**config.mk**
```make
export PLATFORM = sky130hd
export DESIGN_NAME = rx_station_filter
export DESIGN_NICKNAME = d
export VERILOG_FILES = /design/src/rtl/rx_station_filter.sv
export SDC_FILE = /design/constraint.sdc
export NUM_CORES = 2
export LEC_CHECK = 0
export BUFFER_PORTS_ARGS = -buffer_cell sky130_fd_sc_hd__buf_2
export CAP_MARGIN = 0
export CELL_PAD_IN_SITES_DETAIL_PLACEMENT = 0
export CELL_PAD_IN_SITES_GLOBAL_PLACEMENT = 1
export CORE_ASPECT_RATIO = 2
export CORE_MARGIN = 10
export CORE_UTILIZATION = 55
export DETAILED_ROUTE_END_ITERATION = 10
export PLACE_DENSITY = 0.86
export REMOVE_ABC_BUFFERS = 1
export SLEW_MARGIN = 20
export SYNTH_ARGS = -nofsm -noshare
export SYNTH_HDL_FRONTEND = slang
export SYNTH_SLANG_ARGS = --single-unit
```
**constraint.sdc**
```tcl
create_clock -name clk -period 9.6 [get_ports clk]
set_input_delay 0.96 -clock clk [delete_from_list [all_inputs] [get_ports clk]]
set_output_delay 0.96 -clock clk [all_outputs]
set_load 0.01 [all_outputs]
```
**src/rtl/rx_station_filter.sv**
```systemverilog
module rx_station_filter #(
  parameter int NUM_ENTRIES = 16,
  localparam int IDX_W  = (NUM_ENTRIES > 1) ? $clog2(NUM_ENTRIES) : 1,
  localparam int ADDR_W = IDX_W + 1
) (
  input  logic              clk,
  input  logic              rst_n,
  input  logic              reg_wr,
  input  logic [ADDR_W-1:0] reg_addr,
  input  logic [31:0]       reg_wdata,
  output logic [31:0]       reg_rdata,
  input  logic              rx_da_vld,
  input  logic [47:0]       rx_da,
  output logic              match_vld,
  output logic              match_hit,
  output logic [IDX_W-1:0]  match_idx
);

  logic [47:0]            ent_addr [NUM_ENTRIES];
  logic [NUM_ENTRIES-1:0] ent_vld;
  logic [31:0]            stg_lo;
  logic [IDX_W-1:0]       stg_idx;
  logic                   stg_ok;

  wire [IDX_W-1:0] sel_idx  = reg_addr[ADDR_W-1:1];
  wire             sel_hi   = reg_addr[0];
  wire             in_range = {1'b0, sel_idx} < (IDX_W+1)'(NUM_ENTRIES);

  logic [31:0] commit_lo;
  logic [47:0] new_addr;
  logic        new_vld;

  always_comb begin
    commit_lo = 32'h0;
    if (in_range)
      commit_lo = (stg_ok && stg_idx == sel_idx) ? stg_lo : ent_addr[sel_idx][31:0];
    new_addr = {reg_wdata[15:0], commit_lo};
    new_vld  = reg_wdata[31] && (new_addr != 48'h0);
  end

  always_ff @(posedge clk or negedge rst_n) begin
    if (!rst_n) begin
      for (int i = 0; i < NUM_ENTRIES; i++) ent_addr[i] <= '0;
      ent_vld <= '0;
      stg_lo  <= '0;
      stg_idx <= '0;
      stg_ok  <= 1'b0;
    end else if (reg_wr && in_range) begin
      if (!sel_hi) begin
        stg_lo  <= reg_wdata;
        stg_idx <= sel_idx;
        stg_ok  <= 1'b1;
      end else begin
        ent_addr[sel_idx] <= new_addr;
        ent_vld[sel_idx]  <= new_vld;
        stg_ok            <= 1'b0;
      end
    end
  end

  always_comb begin
    reg_rdata = 32'h0;
    if (in_range)
      reg_rdata = sel_hi ? {ent_vld[sel_idx], 15'h0, ent_addr[sel_idx][47:32]}
                         : ent_addr[sel_idx][31:0];
  end

  logic [NUM_ENTRIES-1:0] eq;
  logic [IDX_W-1:0]       first_idx;

  for (genvar g = 0; g < NUM_ENTRIES; g++) begin : g_cmp
    assign eq[g] = ent_vld[g] && (ent_addr[g] == rx_da);

    assert_valid_nonzero_R3: assert property (@(posedge clk) disable iff (!rst_n)
      ent_vld[g] |-> (ent_addr[g] != 48'h0));
    assert_low_write_holds_R4: assert property (@(posedge clk) disable iff (!rst_n)
      (reg_wr && !reg_addr[0]) |=> $stable(ent_addr[g]) && $stable(ent_vld[g]));
  end

  always_comb begin
    first_idx = '0;
    for (int i = NUM_ENTRIES - 1; i >= 0; i--)
      if (eq[i]) first_idx = IDX_W'(i);
  end

  always_ff @(posedge clk or negedge rst_n) begin
    if (!rst_n) begin
      match_vld <= 1'b0;
      match_hit <= 1'b0;
      match_idx <= '0;
    end else begin
      match_vld <= rx_da_vld;
      match_hit <= rx_da_vld && (|eq);
      match_idx <= (rx_da_vld && (|eq)) ? first_idx : '0;
    end
  end

  assert_result_follows_strobe_R7: assert property (@(posedge clk) disable iff (!rst_n)
    rx_da_vld |=> match_vld);
  assert_quiet_without_strobe_R7: assert property (@(posedge clk) disable iff (!rst_n)
    !rx_da_vld |=> !match_vld && !match_hit);
  assert_idx_in_range_R8: assert property (@(posedge clk) disable iff (!rst_n)
    match_hit |-> ({1'b0, match_idx} < (IDX_W+1)'(NUM_ENTRIES)));
  assert_miss_idx_zero_R10: assert property (@(posedge clk) disable iff (!rst_n)
    !match_hit |-> (match_idx == '0));

endmodule

```
# After elaboration in Yosys (flattened, before gate mapping)

Index checks and enable logic that the tools add are counted.
Widths: inputs -> output; s select.

Register bits: 827
Input port bits: 89
Output and inout port bits: 38
Word-level logic and storage cells: 102

$lt $le $gt $ge: 4
Equality and inequality tests: 17
Muxes and demuxes: 31
Bitwise gates (word level): 2
Reduce and logical (&&, ||, !) cells: 25

Operators with widths:

| operator           | count |
|---|---|
| $bwmux 768         | 1 |
| $eq 48x48->1       | 16 |
| $bmux 48 s4        | 1 |
| $demux 48 s4       | 1 |
| $mux 48            | 3 |
| $mux 4             | 17 |
| $mux 32            | 2 |
| $reduce_bool 48->1 | 1 |
| $logic_and 1x1->1  | 21 |
| $bwmux 16          | 1 |
| $reduce_or 16->1   | 1 |
| $ge 5x5->1 const B | 1 |
| $lt 4x5->1 const B | 1 |
| $lt 5x1->1 const B | 1 |
| $not 4->5          | 1 |
| $bmux 1 s4         | 1 |
| $demux 1 s4        | 1 |
| $eq 4x4->1         | 1 |
| $ge 4x1->1 const B | 1 |
| $reduce_and 2->1   | 2 |
| $mux 1             | 3 |
| $not 1->1          | 1 |

# Longest topological paths before layout

Depth after elaboration: 19
Mapped depth: 15
Mapped depth without buffers: 9

# Worst setup path after synthesis

No wires, ideal clock.

Kind: input to output
From: in reg_addr[1]
To: out reg_rdata[0]
Arrival: 3.830 ns
Data required time: 8.640 ns
Path slack: 4.810 ns
Cell stages on the path: 10
Buffers on the path: 7
Cell sequence: buf_2 -> buf_4 -> buf_4 -> buf_2 -> buf_2 -> buf_2 -> buf_2 -> mux4_2 -> mux4_2 -> mux2_2

Cells in the longest elaborated chain, start to end: 5

Ends and longest elaborated chain:

| what                                       | RTL line | source |
|---|---|---|
| start: declaration                         | 9        | `input logic [ADDR_W-1:0] reg_addr,` |
| $not 4->5 (implied by the code)            | 64, 65   |  |
| $bmux 48 s4                                | 64, 65   |  |
| $mux 48 (implied by the code) (2 in a row) | 65       | `: ent_addr[sel_idx][31:0];` |
| $mux 32                                    | 64       | `reg_rdata = sel_hi ? {ent_vld[sel_idx], 15'h0, ent_addr[sel_idx][47:32]}` |
| end: declaration                           | 11       | `output logic [31:0] reg_rdata,` |

Every way passes these cells. The select of a mux whose other input is x is not followed.

# Final worst setup path

From: in reg_addr[3]
To: reg ent_vld[0]

Cells in the longest elaborated chain, start to end: 8
Elaborated cells between the ends (all ways): 15
Classes of those cells: order compare (2); eq/ne (1); mux (7); bitwise (1); reduce/logical (4)

Ends and longest elaborated chain:

| what                                       | RTL line | source |
|---|---|---|
| $not 4->5 (implied by the code)            | 36       | `commit_lo = (stg_ok && stg_idx == sel_idx) ? stg_lo : ent_addr[sel_idx][31:0];` |
| $bmux 48 s4                                | 36       |  |
| $mux 48 (implied by the code) (2 in a row) | 36       |  |
| $mux 32                                    | 36       |  |
| $reduce_bool 48->1                         | 38       | `new_vld = reg_wdata[31] && (new_addr != 48'h0);` |
| $logic_and 1x1->1                          | 38       |  |
| $bwmux 16 (*)                              | 55       | `ent_vld[sel_idx] <= new_vld;` |
| end signal: indexed assignment             | 55       |  |
| end: declaration                           | 20       | `logic [NUM_ENTRIES-1:0] ent_vld;` |

Every way passes the cells marked *; elsewhere a longest branch is shown, timed or not. The select of a mux whose other input is x is not followed.
A chain may end at the register's enable or synchronous reset.

==> reports/qor.txt <==
Post-synth EDFFs -> 0
Wire per inst -> 47.29 um
Final #Nets -> 4130
CTS Buffer Depth -> 3
Clock Latency Late Sink -> 0.72 ns
Most frequent cells in the layout -> dfrtp_1, nand2_1, o21ai_0
Reg area -> 20690 um^2
Max Used Layer -> met5
M1 WL -> 74.46 mm
Synth Flop Type -> dfrtp_1
Area grow syn2layout -> 9.397%
Flop2flop setup slack -> 4.68 ns
Hold_buf cts -> 0
Total Power -> 9.854 mW
CTS tree -> yes
CTS Sinks -> 827
Design area -> 49380 um^2
Detailed Route Iter0 Violations -> 6154
Commonest non-fill, non-tap cell in the layout -> dfrtp_1
Hpwl dp -> 177.8 mm
Internal power -> 6.459 mW
Max Fanout on Critical Path -> 22
Setup-failing EPs final -> 0
Initial antenna violation count -> 22
DR vias/cell -> 7.293
DP Worst Slack -> 3.245 ns
Max VDD drop -> 219.2 uV
Multi-input combinational cell area -> 23170 um^2
RSZ-0062 raised after global routing -> false
Non-Filler Instances -> 5163
Ports -> 127
Vias in the first global route -> 35860
GPL Wtd Cong -> 1.194
Die area -> 94620 um^2
Adder-cell share of the synthesized area -> 0%
Number of fillers in the final layout -> 6807
Leak -> 21.08 nW
Startpoint types -> input pin
Routed WL -> 244.2 mm
Clock transition at path regs -> 0.07 ns
CTS Buf Count -> 77
Root Driver -> clkbuf_16
First-pass GRT wire length -> 324.5 mm
I/O Buffers -> 126
Synth warn -> 0
Combinational cell fraction of total power -> 22.5%
Gr usage total -> 51.03%
Rows -> 148
Tmin final -> 5.735 ns
Power per Cell Area -> 199.6 nW/um^2
Total core area -> 81480 um^2
Post-synthesis instance area -> 45140 um^2
DRC Markers -> 0
Flops & latches, synth -> 827
Post-CTS setup buffer count -> 0
Setup Crit Path Kind -> input pin to register
Switching Fraction -> 34.46%
Synth Area in Simple Gates -> 9.331%
Worst min path class -> input pin to asynchronous set/reset pin
Achievable Freq -> 174.4 MHz
Syn Inst Count -> 4118
Synth Area in XOR/XNOR -> 13.66%
Clock Skew -> 0.02493 ns
Setup crit end kind -> register
Setup WS post-layout -> 3.865 ns
Routed length on met3 -> 28.93 mm
Placed cells -> 5009
Share of cells above drive strength 1 -> 21.93%
Critical Path RT -> 10.15 ns
Max H-tree Level -> 3
Worst slew pin tran -> 1.442 ns
Pins Over Slew Limit -> 0
Post-DRT Antenna Nets -> 0
Flop pwr share -> 43.5%
Met2 WL post-DR -> 106.9 mm
Multiplexer area fraction after synthesis -> 18.94%
Die Wd -> 222.6 um
Switch Pwr -> 3.395 mW
1st-pass router iterations -> 9
Clock power frac -> 34.1%
Synth Area in Compound Gates -> 8.613%
Pin count of the biggest net entering global routing -> 159
Final Hold Viols -> 0
Via Count -> 37650
Max-cap violation count -> 0
Placed Area -> 46520 um^2
Outcome -> completed
Post-synthesis cell type count -> 52
Synthesized area per cell -> 10.96 um^2
Setup TNS Final -> 0 ns
Fin crit share -> 59.74%
Post-synthesis sequential area ratio -> 45.85%
Global route overflow -> 0
DIE HEIGHT -> 425.1 um
Worst slew margin -> 3.054%
Largest family of logic cells by synthesized area -> multiplexers
CP Data Arrival Time -> 6.29 ns
Initial core utilization -> 55.40%
Asr flop ratio synth -> 100.0%
Post_cts resized -> 0
[path summary, 6_finish.rpt]
check	from	to	cells past startpoint
max	reg_addr[3]	ent_vld[0]	12
min	rst_n	ent_addr[616]	1
max reg2reg	stg_idx[0]	ent_vld[0]	9
min reg2reg	ent_addr[650]	ent_addr[650]	2
max in group asynchronous	rst_n	ent_addr[471]	3
min in group clk	rx_da_vld	match_vld	1
[final cells by class]
class                   count  area share (%)
inverters                  47          0.3573
repair buffers            209           2.775
clock inverters            26          0.8615
well taps                1050           2.661
multi-input cells        2879           46.92
diodes                     14         0.07095
flip-flops and latches    827           41.91
clock buffers             111           4.447
[sequential cells by signal, indices dropped and copies added, names as in the netlist]
| name | count |
|---|---|
| stg_idx | 4 |
| stg_ok | 1 |
| ent_addr | 768 |
| match_idx | 4 |
| stg_lo | 32 |
| match_hit | 1 |
| match_vld | 1 |
| ent_vld | 16 |
[kinds of logic (layout without fill, tap and decap cells)]
kind of cell | after synthesis | in the layout
AOI/OAI and AO/OA | 700 | 700
DFF | 827 | 827
muxes | 549 | 549
xor gates and xnor gates | 704 | 704
buffers and inverters | 412 | 393
other | 0 | 14
and+or+nand+nor | 926 | 926
[power groups by stage]
stage / logic (mW) / clock network, mW / registers, mW
after detailed placement: 2.02 / 0 / 4.32
after global placement: 2.00 / 0 / 4.30
final: 2.21 / 3.36 / 4.28
after global routing: 2.19 / 3.46 / 4.30
after CTS: 2.03 / 3.33 / 4.26
after floorplan: 0.975 / 0 / 4.12
[synth_stat cells, types with 2 or more instances]
master	n	share of area (%)
or4_1	8	0.13
nor3_1	21	0.23
xor2_1	292	5.7
a221oi_1	6	0.12
a22oi_1	54	0.90
a22o_1	7	0.14
nor4b_1	2	0.039
a2111oi_0	2	0.039
nor4_1	96	1.3
nor2_1	31	0.26
mux2_2	310	7.7
dfrtp_1	827	46
o2111ai_1	5	0.097
buf_1	34	0.28
o31ai_1	2	0.033
o2111a_1	2	0.050
xnor2_1	412	8.0
and3_1	4	0.055
o22ai_1	17	0.24
buf_6	3	0.075
and2_1	3	0.042
a21oi_1	24	0.27
o21ai_0	539	6.0
a211oi_1	2	0.033
buf_4	5	0.083
o2bb2ai_1	5	0.097
mux4_2	213	11
and4_1	2	0.039
o21ai_1	10	0.11
nand4_1	121	1.7
clkbuf_1	291	2.4
nor3b_1	2	0.033
o221ai_1	6	0.12
o211ai_1	3	0.050
a222oi_1	7	0.16
nand3_1	21	0.23
nand2_1	589	4.9
nand2b_1	16	0.22
nor2b_1	8	0.11
a31oi_1	2	0.028
mux2i_1	26	0.58
buf_2	32	0.35
inv_1	47	0.39
[metal layers]
| layer | vias up | track usage, % |
|---|---|---|
| met4 | 22 | 53.29 |
| met2 | 3285 | 76.52 |
| met5 | - | 0.5627 |
| met3 | 1154 | 18.11 |
| met1 | 18860 | 53.43 |
| li1 | 14330 | - |
[stage by stage]
step	utilization (%)	hold slack, ns
2_1_floorplan	-	0.4536
3_3_place_gp	57.08	0.4810
3_5_place_dp	57.09	0.4999
4_1_cts	60.31	0.2866
5_1_grt	60.57	0.3089
6_report	60.60	0.2318
[worst max-delay path, cell delays in order]
cell and delay [ns]:
buf_2 0.39, buf_4 0.59, buf_4 0.37, nor2_4 0.18, buf_4 0.37, a22oi_1 0.29
nand2_1 0.13, mux2i_1 0.85, nand4_1 0.28, or4_1 0.59, o41ai_4 1.00, o21ai_0 0.20
(Power assumes the default switching activity.)
